`config.mk`:
```
export PLATFORM = sky130hd
export DESIGN_NAME = tmr_pair_csr
export DESIGN_NICKNAME = d
export VERILOG_FILES = /design/src/rtl/tmr_pair_csr.sv
export SDC_FILE = /design/constraint.sdc
export NUM_CORES = 1
export LEC_CHECK = 0
export ABC_CLOCK_PERIOD_IN_PS = 1100
export BUFFER_PORTS_ARGS = -buffer_cell sky130_fd_sc_hd__buf_4
export CAP_MARGIN = 25
export CORE_AREA = 2 2 39 41
export DETAILED_ROUTE_END_ITERATION = 10
export DIE_AREA = 0 0 41 43
export HOLD_SLACK_MARGIN = 0.05
export PLACE_DENSITY = 0.65
export SKIP_CTS_REPAIR_TIMING = 1
export SLEW_MARGIN = 20
export SYNTH_ARGS = -nofsm -noshare
export SYNTH_HDL_FRONTEND = slang
export SYNTH_SLANG_ARGS = --single-unit
```
`constraint.sdc`:
```
create_clock -name clk -period 1.1 [get_ports clk]
set_input_delay 0 -clock clk [delete_from_list [all_inputs] [get_ports clk]]
set_output_delay 0 -clock clk [all_outputs]
set_load 0.02 [all_outputs]
```
`src/rtl/tmr_pair_csr.sv`:
```
module tmr_pair_csr (
  input  logic       clk,
  input  logic       rst_n,
  input  logic       cpu_rd,
  input  logic       cpu_wr,
  input  logic [7:0] cpu_wdata,
  output logic [7:0] cpu_rdata,
  input  logic       hi_ovf_evt,
  input  logic       hi_cmp_evt,
  input  logic       lo_ovf_evt,
  input  logic       lo_cmp_evt,
  output logic       hi_clr_req,
  output logic       lo_clr_req,
  output logic       hi_ovf_irq,
  output logic       lo_ovf_irq
);

  logic [1:0] ovf_q, cmp_q, ovf_seen, cmp_seen, ien_q, csel_q;
  logic [1:0] ovf_ev, cmp_ev;

  assign ovf_ev = {hi_ovf_evt, lo_ovf_evt};
  assign cmp_ev = {hi_cmp_evt, lo_cmp_evt};

  for (genvar h = 0; h < 2; h++) begin : g_half
    localparam int B = 4 * h;

    logic ovf_kill, cmp_kill;
    assign ovf_kill = cpu_wr && ovf_seen[h] && !cpu_wdata[B+3];
    assign cmp_kill = cpu_wr && cmp_seen[h] && !cpu_wdata[B+2];

    always_ff @(posedge clk or negedge rst_n) begin
      if (!rst_n) begin
        ovf_q[h]    <= 1'b0;
        cmp_q[h]    <= 1'b0;
        ovf_seen[h] <= 1'b0;
        cmp_seen[h] <= 1'b0;
        ien_q[h]    <= 1'b0;
        csel_q[h]   <= 1'b0;
      end else begin
        ovf_q[h] <= ovf_ev[h] | (ovf_q[h] & ~ovf_kill);
        cmp_q[h] <= cmp_ev[h] | (cmp_q[h] & ~cmp_kill);
        if (cpu_wr) begin
          ovf_seen[h] <= 1'b0;
          cmp_seen[h] <= 1'b0;
          ien_q[h]    <= cpu_wdata[B+1];
          csel_q[h]   <= cpu_wdata[B];
        end else if (cpu_rd) begin
          ovf_seen[h] <= ovf_seen[h] | ovf_q[h];
          cmp_seen[h] <= cmp_seen[h] | cmp_q[h];
        end
      end
    end

    assign cpu_rdata[B+3:B] = {ovf_q[h], cmp_q[h], ien_q[h], csel_q[h]};
  end

  assign hi_ovf_irq = ovf_q[1] & ien_q[1];
  assign lo_ovf_irq = ovf_q[0] & ien_q[0];
  assign hi_clr_req = csel_q[1] & cmp_ev[1];
  assign lo_clr_req = csel_q[0] & cmp_ev[0];

endmodule

```
# Word-level counts from Yosys, hierarchy flattened
# Index checks and enable logic that the tools add are counted.
# word_totals
word_cells,53
ff_bits,12
# op_classes
mux,8
n_reduce_logical,13
n_bitwise,20
# ops
cell,n
$and A1 B1 Y1,8
$logic_and A1 B1 Y1,8
$mux W1,8
$or A1 B1 Y1,8
$logic_not A1 Y1,4
$not A1 Y1,4
$reduce_bool A2 Y1,1

# Logic depth before layout (Yosys ltp)
# Gate-level depths: netlist of the first run.
# depth
word_depth,5
mapped_depth,3
ltp_nobuf,2

# Least setup slack after synthesis of the first run
# OpenSTA, ideal clock, no wires.
# synth_timing
path_type,register -> register
from,"register, netlist name cpu_rdata[0]"
to,"register csel_q[0], in the netlist cpu_rdata[0]"
setup_ps,125
arrival_ps,718
setup_slack_ps,257
stages_incl_launch_ff,2
required_ps,975
cell_sequence,dfrtp_1 mux2_4
# synth_rtl
item,line,source
"to (signal, indexed assignment)",46,csel_q[h] <= cpu_wdata[B];
to (decl),18,"logic [1:0] ovf_q, cmp_q, ovf_seen, cmp_seen, ien_q, csel_q;"

# Worst setup path in the final report of the first run
# layout_timing
from,"register ovf_q[0], in the netlist cpu_rdata[3]"
to,output port lo_ovf_irq
# layout_between
elab_chain_cells,1
# layout_lines
item,line,source
from (decl),18,
"from (signal, indexed assignment)",40,ovf_q[h] <= ovf_ev[h] | (ovf_q[h] & ~ovf_kill);
$and A1 B1 Y1,58,assign lo_ovf_irq = ovf_q[0] & ien_q[0];
to (decl),15,output logic lo_ovf_irq
# No other way between the ends.

==> reports/qor.csv, run 1 <==
stage,metric,value,unit
routing,vias,454,
synth,ys.warnings.count,0,
routing,drt_iter0_drc,2,
timing,fin_ws,107,ps
synth,syn_nets,56,
clock_network,clock_sinks,12,
timing,grt_setup_unrepaired,false,
final_layout,multi_input_area,173,um^2
final_layout,nFillCells,125,
placement,dp_slack,321,ps
timing,fin_crit_sh,90.2,%
final_layout,fin_nets,102,
timing,whs,101,ps
synth,syn_area,484,um^2
timing,slew_violations,0,
floorplanning,die_x,41,um
routing,drc_errors,0,
placement,numPortBuffers,27,
timing,fmax,1010,MHz
global_route,antenna_found_initial,0,
clock_network,cts_tree,yes,
flow_run,drv_cap,0,
final_layout,regArea,300,um^2
critical_path,path_delay_family,flip-flops,
synth,synthAdderAreaFrac,0,%
timing,slew-limit-headroom,89.7,%
pwr,ir_drop,0.877,mV
routing,routed_via_density,4.50,
global_route,grt_max_degree,13,
synth,synth_top_family_by_area,simple AND/OR/NAND/NOR gates,
pwr,power_density,1250,mW/mm^2
synth,yosysUniqueCellTypes,10,
clock_network,root_buffer,clkbuf_4,
final_layout,final_common_cell,buf_4,
clock_network,clkSlewWorstSetupHoldPaths,80,ps
synth,synthMuxAreaShare,10.9,%
synth,seq_area_frac_synth,62.0,%
critical_path,crit_chain,and2_1 > buf_4,
routing,wl_per_cell,11.6,um
critical_path,cp.required,1100,ps
final_layout,syn_to_final_growth,82.2,%
synth,ys_ff_latch,12,
floorplanning,num_rows,14,
global_route,grt_overflow,0,
critical_path,worstSetupStartpointType,flop,
timing,hold_violations,0,
final_layout,final_cell_mix,"27 x buf_4, 15 x dlygate4sd3_1, 12 x dfrtp_1, 10 x nor2_1",
final_layout,fin_cells,101,
final_layout,final_area,882,um^2
placement,gp_congestion,0.594,
placement,placedCellCount,82,
clock_network,clk_path_buf_depth,2,
final_layout,final_layout_size_suffix_gt1_share,42.4,%
timing,fin_setup_tns,0,ps
synth,synth_compound_area_share,9.56,%
final_layout,antennaDiodeCount,0,
timing,skew,3.99,ps
routing,finalWirelength,1.17,mm
floorplanning,num_io_pins,28,
timing,setup_viol,0,
floorplanning,dieArea,0.00176,mm^2
synth,synth_area_per_cell,12.1,um^2
timing,fin_crit,993,ps
critical_path,critPathSlowestCell,dfrtp_1,
critical_path,cp-end-kind,output pin,
clock_network,clk_latency,270,ps
global_route,grt_pass1_vias,387,
critical_path,critical_path_class,reg -> out,
placement,dp_hpwl,745,um
routing,first_pass_iters,2,
clock_network,cts_buffers,3,
outcome,outcome,completed,
floorplanning,die_y,43,um
critical_path,crit_buf_inv,1,
pwr,power,1.10,mW
placement,placed_cell_area,696,um^2
global_route,grt_use_total,14.5,%
pwr,leakagePower,0.416,nW
timing,tightestPinTransition,154,ps
floorplanning,core,0.00138,mm^2
critical_path,slowest_delay,410,ps
global_route,grt_pass1_wl,1.65,mm
routing,drt.antenna.violating_nets,0,
critical_path,critPathArrivalTime,990,ps
final_layout,final_core_util,63.7,%
synth,synth_cells,40,
floorplanning,start_util,35.0,%
clock_network,htree_levels,1,
synth,synth_xor_xnor_area_share,0,%
synth,synthSimpleGateAreaFrac,15.2,%
critical_path,cp_max_fo,4,
hold_path,hp-class,in -> async,
## path summary, 6_finish.rpt
check                                              start                       end  slack (ps)  cells past startpoint
worst max-delay path              cpu_rdata[3]$_DFF_PN0_                lo_ovf_irq         110                      2
worst min-delay path                               rst_n   cmp_seen[0]$_DFFE_PN0P_         100                      2
worst max register to register  cpu_rdata[1]$_DFFE_PN0P_  cpu_rdata[1]$_DFFE_PN0P_         310                      1
worst min register to register   ovf_seen[1]$_DFFE_PN0P_    cpu_rdata[7]$_DFF_PN0_         450                      1
max in group asynchronous                          rst_n  cpu_rdata[0]$_DFFE_PN0P_         850                      2
min in group clk                              lo_cmp_evt    cpu_rdata[2]$_DFF_PN0_         450                      3
## layer usage
metal | up-vias | global-route usage [%] | routed length, um
met5 | - | 0 | 0
met2 | 16 | 19.7 | 625
met4 | 0 | 6.00 | 0
met1 | 214 | 17.5 | 480
li1 | 224 | - | -
met3 | 0 | 9.42 | 67
## synthesized netlist by cell type
master / number / area share (%)
dfrtp_1: 12 / 62
a21o_1: 1 / 1.6
buf_6: 1 / 2.3
and2_1: 4 / 5.2
nor2_1: 10 / 7.8
mux2_2: 2 / 4.7
a21oi_1: 4 / 4.1
mux2_4: 2 / 6.2
a31oi_1: 3 / 3.9
nand3b_2: 1 / 2.3
## where the power goes
group / internal, mW / switching (mW) / leakage, nW
clock: 0.201 / 0.145 / 0.0210
combinational: 0.149 / 0.111 / 0.261
sequential: 0.474 / 0.0229 / 0.134
## logic make-up after synthesis
group / Yosys count
and+or+nand+nor: 15
buffers and inverters: 1
AOI/OAI and AO/OA: 8
muxes: 4
DFF: 12
## registers in the layout, indices dropped and copies added, names as in the netlist
signal     cells
cmp_seen       2
cpu_rdata      8
ovf_seen       2
## layout make-up
type / instances / area share, %
Clock buffer: 4 / 4.11
Timing Repair Buffer: 42 / 40.0
Tap cell: 16 / 2.27
Sequential cell: 12 / 34.0
Multi-Input combinational cell: 27 / 19.6
No activity file was read; power rests on OpenSTA's default activity.
==> run 2, diff against run 1 <==
Settings changed: PLACE_DENSITY 0.65 to 0.68.
==> run 2 against run 1 <==
Against the previous run: utilization fell by 2.2 points; register-to-register slack improved by 20 ps; clock skew fell by 2.4 ps; sequential power barely moved; cell count fell by 3.0%; power fell by 1.5%; critical path type unchanged; highest routed layer is now met4.
==> reports/qor.csv, run 2 (synthesis results as in run 1) <==
stage,metric,value,unit,change
routing,wl_per_cell,11.8,um,was 11.6 um
floorplanning,core,0.00138,mm^2,unchanged
final_layout,antennaDiodeCount,0,,unchanged
global_route,grt_max_degree,13,,unchanged
routing,vias,453,,was 454
timing,skew,1.58,ps,was 3.99 ps
routing,routed_via_density,4.62,,was 4.50
critical_path,r2r-start,cpu_rdata[1]$_DFFE_PN0P_,,unchanged
floorplanning,dieArea,0.00176,mm^2,unchanged
placement,placedCellCount,82,,unchanged
floorplanning,die_x,41,um,unchanged
routing,drc_errors,0,,unchanged
clock_network,htree_levels,1,,unchanged
critical_path,r2r_slack,330,ps,was 310 ps
timing,hold_violations,0,,unchanged
critical_path,cp_max_fo,4,,unchanged
timing,grt_setup_unrepaired,false,,unchanged
placement,numPortBuffers,27,,unchanged
clock_network,cts_buffers,3,,unchanged
timing,fin_ws,114,ps,was 107 ps
timing,fin_crit,986,ps,was 993 ps
clock_network,cts_tree,yes,,unchanged
final_layout,syn_to_final_growth,76.0,%,was 82.2%
critical_path,cp-end-kind,output pin,,unchanged
global_route,grt_pass1_wl,1.57,mm,was 1.65 mm
routing,finalWirelength,1.16,mm,was 1.17 mm
final_layout,fin_nets,99,,was 102
placement,dp_hpwl,784,um,was 745 um
hold_path,min-delay-start,cpu_wdata[6],,
clock_network,clk_latency,260,ps,was 270 ps
routing,drt.antenna.violating_nets,0,,unchanged
timing,fin_crit_sh,89.6,%,was 90.2%
pwr,leakagePower,0.404,nW,was 0.416 nW
floorplanning,die_y,43,um,unchanged
floorplanning,num_io_pins,28,,unchanged
final_layout,final_common_cell,buf_4,,unchanged
hold_path,hp-class,in -> reg,,was in -> async
timing,slew-limit-headroom,89.8,%,was 89.7%
routing,first_pass_iters,3,,was 2
floorplanning,start_util,35.0,%,unchanged
global_route,grt_overflow,0,,unchanged
critical_path,r2r_cells,1,,unchanged
outcome,outcome,completed,,unchanged
pwr,power,1.09,mW,was 1.10 mW
critical_path,endpoint,lo_ovf_irq,,unchanged
timing,tightestPinTransition,154,ps,about the same
clock_network,root_buffer,clkbuf_4,,unchanged
global_route,grt_pass1_vias,398,,was 387
critical_path,critPathArrivalTime,990,ps,about the same
pwr,ir_drop,0.656,mV,was 0.877 mV
global_route,antenna_found_initial,0,,unchanged
routing,drt_iter0_drc,3,,was 2
critical_path,critical_path_class,reg -> out,,unchanged
clock_network,clock_sinks,12,,unchanged
clock_network,clkSlewWorstSetupHoldPaths,70,ps,was 80 ps
floorplanning,num_rows,14,,unchanged
pwr,power_density,1270,mW/mm^2,was 1250 mW/mm^2
timing,setup_viol,0,,unchanged
flow_run,drv_cap,0,,unchanged
placement,dp_slack,332,ps,was 321 ps
global_route,grt_use_total,14.1,%,was 14.5%
timing,fin_setup_tns,0,ps,unchanged
placement,gp_congestion,0.676,,was 0.594
timing,fmax,1010,MHz,about the same
final_layout,largest_register_ffs,8,,unchanged
timing,slew_violations,0,,unchanged
critical_path,rr_endpoint,cpu_rdata[1]$_DFFE_PN0P_,,unchanged
clock_network,clk_path_buf_depth,2,,unchanged
final_layout,final_core_util,61.6,%,was 63.7%
critical_path,worstSetupStartpointType,flop,,unchanged
final_layout,fin_cells,98,,was 101
critical_path,cp.required,1100,ps,about the same
final_layout,final_layout_size_suffix_gt1_share,43.9,%,was 42.4%
critical_path,crit_start,cpu_rdata[3]$_DFF_PN0_,,unchanged
final_layout,final_cell_mix,"27 x buf_4, 12 x dfrtp_1, 12 x dlygate4sd3_1, 10 x nor2_1",,"was 27 x buf_4, 15 x dlygate4sd3_1, 12 x dfrtp_1, 10 x nor2_1"
[run 2: critical path: stages, from the launching register on]
cell and delay, ps:
dfrtp_1 410, and2_1 160, buf_4 150
[run 2: worst min-delay path by stage]
stage | end | cells after the start | slack, ps
after floorplan | cmp_seen[0]$_DFFE_PN0P_ | 0 | -300
after global placement | ovf_seen[0]$_DFFE_PN0P_ | 1 | -150
after detailed placement | cpu_rdata[6]$_DFF_PN0_ | 1 | -160
after CTS | cpu_rdata[6]$_DFF_PN0_ | 1 | -450
after global routing | cpu_rdata[7]$_DFF_PN0_ | 3 | 60
final | cpu_rdata[6]$_DFF_PN0_ | 3 | 30
[run 2: power by group]
group / switching [mW] / internal [mW] / leakage (nW)
sequential: 0.0224 / 0.474 / 0.134
clock: 0.137 / 0.201 / 0.0210
combinational: 0.110 / 0.142 / 0.249
[run 2: final cells by class]
cell class	count	area [um^2]
well taps	16	20.0
multi-input cells	27	173
fillers	118	532
repair buffers	39	323
flip-flops and latches	12	300
clock buffers	4	36.3
[run 2: metal layers]
metal	track usage [%]	up-vias	wire [um]
li1	-	218	-
met1	13.5	218	434
met2	23.1	15	619
met3	3.14	2	84
met4	12.0	0	19
met5	0	-	0
[run 2: metrics by stage]
stage | cell area [um^2] | hold slack [ps]
after floorplan | 484 | -296
after global placement | 696 | -153
after detailed placement | 696 | -156
after CTS | 732 | -452
after global routing | 852 | 59.2
final | 852 | 27.9
==> run 3, diff against run 2 <==
Settings changed: RECOVER_POWER set to 50.
==> run 3 against run 2 <==
Against the previous run: register-to-register slack hardly changed; maximum frequency barely moved; via count did not move; utilization is 0.54 points lower; critical path depth stayed put; critical endpoint unchanged; die area unchanged; clock power about the same.
==> reports/qor.csv, run 3 (synthesis results as in run 1) <==
stage,metric,value,unit,change
outcome,outcome,completed,,unchanged
placement,numPortBuffers,27,,unchanged
critical_path,cp-end-kind,output pin,,unchanged
clock_network,clock_sinks,12,,unchanged
pwr,clkPwrFrac,31.2,%,was 31.1%
timing,tightestPinTransition,619,ps,was 154 ps
placement,dp_slack,332,ps,unchanged
clock_network,cts_tree,yes,,unchanged
flow_run,drv_cap,0,,unchanged
timing,fmax,1010,MHz,about the same
critical_path,crit_start,cpu_rdata[3]$_DFF_PN0_,,unchanged
global_route,antenna_found_initial,0,,unchanged
routing,drt_iter0_drc,5,,was 3
critical_path,worstSetupStartpointType,flop,,unchanged
routing,drc_errors,0,,unchanged
placement,dp_hpwl,784,um,unchanged
routing,first_pass_iters,3,,unchanged
floorplanning,die_x,41,um,unchanged
final_layout,antennaDiodeCount,0,,unchanged
clock_network,clk_path_buf_depth,2,,unchanged
critical_path,critical_path_class,reg -> out,,unchanged
pwr,ir_drop,0.653,mV,was 0.656 mV
routing,vias,453,,unchanged
pwr,leakagePower,0.396,nW,was 0.404 nW
timing,slew-limit-headroom,58.7,%,was 89.8%
routing,drt.antenna.violating_nets,0,,unchanged
global_route,grt_pass1_wl,1.57,mm,unchanged
pwr,power_density,1280,mW/mm^2,was 1270 mW/mm^2
timing,hold_violations,0,,unchanged
final_layout,final_common_cell,buf_4,,unchanged
hold_path,hp-class,in -> reg,,unchanged
critical_path,critPathArrivalTime,990,ps,about the same
timing,fin_setup_tns,0,ps,unchanged
floorplanning,die_y,43,um,unchanged
global_route,grt_max_degree,13,,unchanged
final_layout,final_cell_mix,"24 x buf_4, 12 x dfrtp_1, 12 x dlygate4sd3_1, 10 x nor2_1",,"was 27 x buf_4, 12 x dfrtp_1, 12 x dlygate4sd3_1, 10 x nor2_1"
floorplanning,dieArea,0.00176,mm^2,unchanged
placement,gp_congestion,0.676,,unchanged
timing,slew_violations,0,,unchanged
hold_path,min-delay-start,cpu_wdata[6],,unchanged
final_layout,fin_cells,98,,unchanged
global_route,grt_overflow,0,,unchanged
clock_network,root_buffer,clkbuf_4,,unchanged
pwr,p_sw,0.269,mW,about the same
clock_network,clkSlewWorstSetupHoldPaths,70,ps,about the same
pwr,switching_share,24.8,%,about the same
pwr,combPwrFrac,22.9,%,was 23.2%
final_layout,fin_nets,99,,unchanged
clock_network,htree_levels,1,,unchanged
final_layout,largest_register_ffs,8,,unchanged
floorplanning,num_rows,14,,unchanged
routing,finalWirelength,1.15,mm,was 1.16 mm
pwr,power,1.08,mW,was 1.09 mW
routing,wl_per_cell,11.7,um,was 11.8 um
placement,placedCellCount,82,,unchanged
timing,fin_ws,114,ps,about the same
floorplanning,num_io_pins,28,,unchanged
timing,fin_crit,986,ps,about the same
pwr,intPower,0.813,mW,was 0.817 mW
routing,routed_via_density,4.62,,unchanged
floorplanning,core,0.00138,mm^2,unchanged
timing,setup_viol,0,,unchanged
timing,skew,1.58,ps,about the same
critical_path,cp.required,1100,ps,about the same
global_route,grt_use_total,14.1,%,unchanged
floorplanning,start_util,35.0,%,unchanged
critical_path,r2r-start,cpu_rdata[1]$_DFFE_PN0P_,,unchanged
final_layout,syn_to_final_growth,74.4,%,was 76.0%
clock_network,cts_buffers,3,,unchanged
timing,grt_setup_unrepaired,false,,unchanged
critical_path,cp_max_fo,4,,unchanged
global_route,grt_pass1_vias,398,,unchanged
timing,fin_crit_sh,89.6,%,about the same
clock_network,clk_latency,260,ps,about the same
pwr,p_seq_share,45.9,%,was 45.7%
final_layout,final_layout_size_suffix_gt1_share,41.5,%,was 43.9%
==> run 3: final timing paths <==
path / end / slack, ps / depth (start not counted)
min reg2reg: cpu_rdata[3]$_DFF_PN0_ / 470 / 1
max reg2reg: cpu_rdata[1]$_DFFE_PN0P_ / 330 / 1
max in group asynchronous: cpu_rdata[7]$_DFF_PN0_ / 450 / 2
max: lo_ovf_irq / 110 / 2
min: cpu_rdata[6]$_DFF_PN0_ / 30 / 3
min in group asynchronous: ovf_seen[0]$_DFFE_PN0P_ / 250 / 2
==> run 3: critical path: stages (launching register included) <==
cell and delay [ps]:
dfrtp_1 410, and2_1 160, buf_4 150
==> run 3: final cells by class <==
type | count | area, um^2
sequential | 12 | 300
timing repair buffer | 39 | 315
fill | 120 | 539
clock buffer | 4 | 36.3
multi-input combinational | 27 | 173
tap | 16 | 20.0
==> run 3: routing by layer <==
| metal | up-vias | track usage (%) | routed length, um |
|---|---|---|---|
| li1 | 218 | - | - |
| met1 | 218 | 13.5 | 427 |
| met2 | 15 | 23.1 | 619 |
| met3 | 2 | 3.14 | 84 |
| met4 | 0 | 12.0 | 19 |
| met5 | - | 0 | 0 |
==> run 3: per-stage QoR <==
stage               area [um^2]  utilization (%)  hold WS (ps)
floorplan                   484                -          -296
global placement            696             50.3          -153
detailed placement          696             50.3          -156
CTS                         732             52.9          -452
global route                845             61.0          59.2
finish                      845             61.0          27.7
==> run 3: power by group through the flow <==
stage	clock [mW]	combinational (mW)	sequential [mW]
after floorplan	0	0.0775	0.528
after global placement	0	0.217	0.503
after detailed placement	0	0.218	0.505
after CTS	0.353	0.219	0.496
after global routing	0.368	0.268	0.500
final	0.338	0.248	0.496
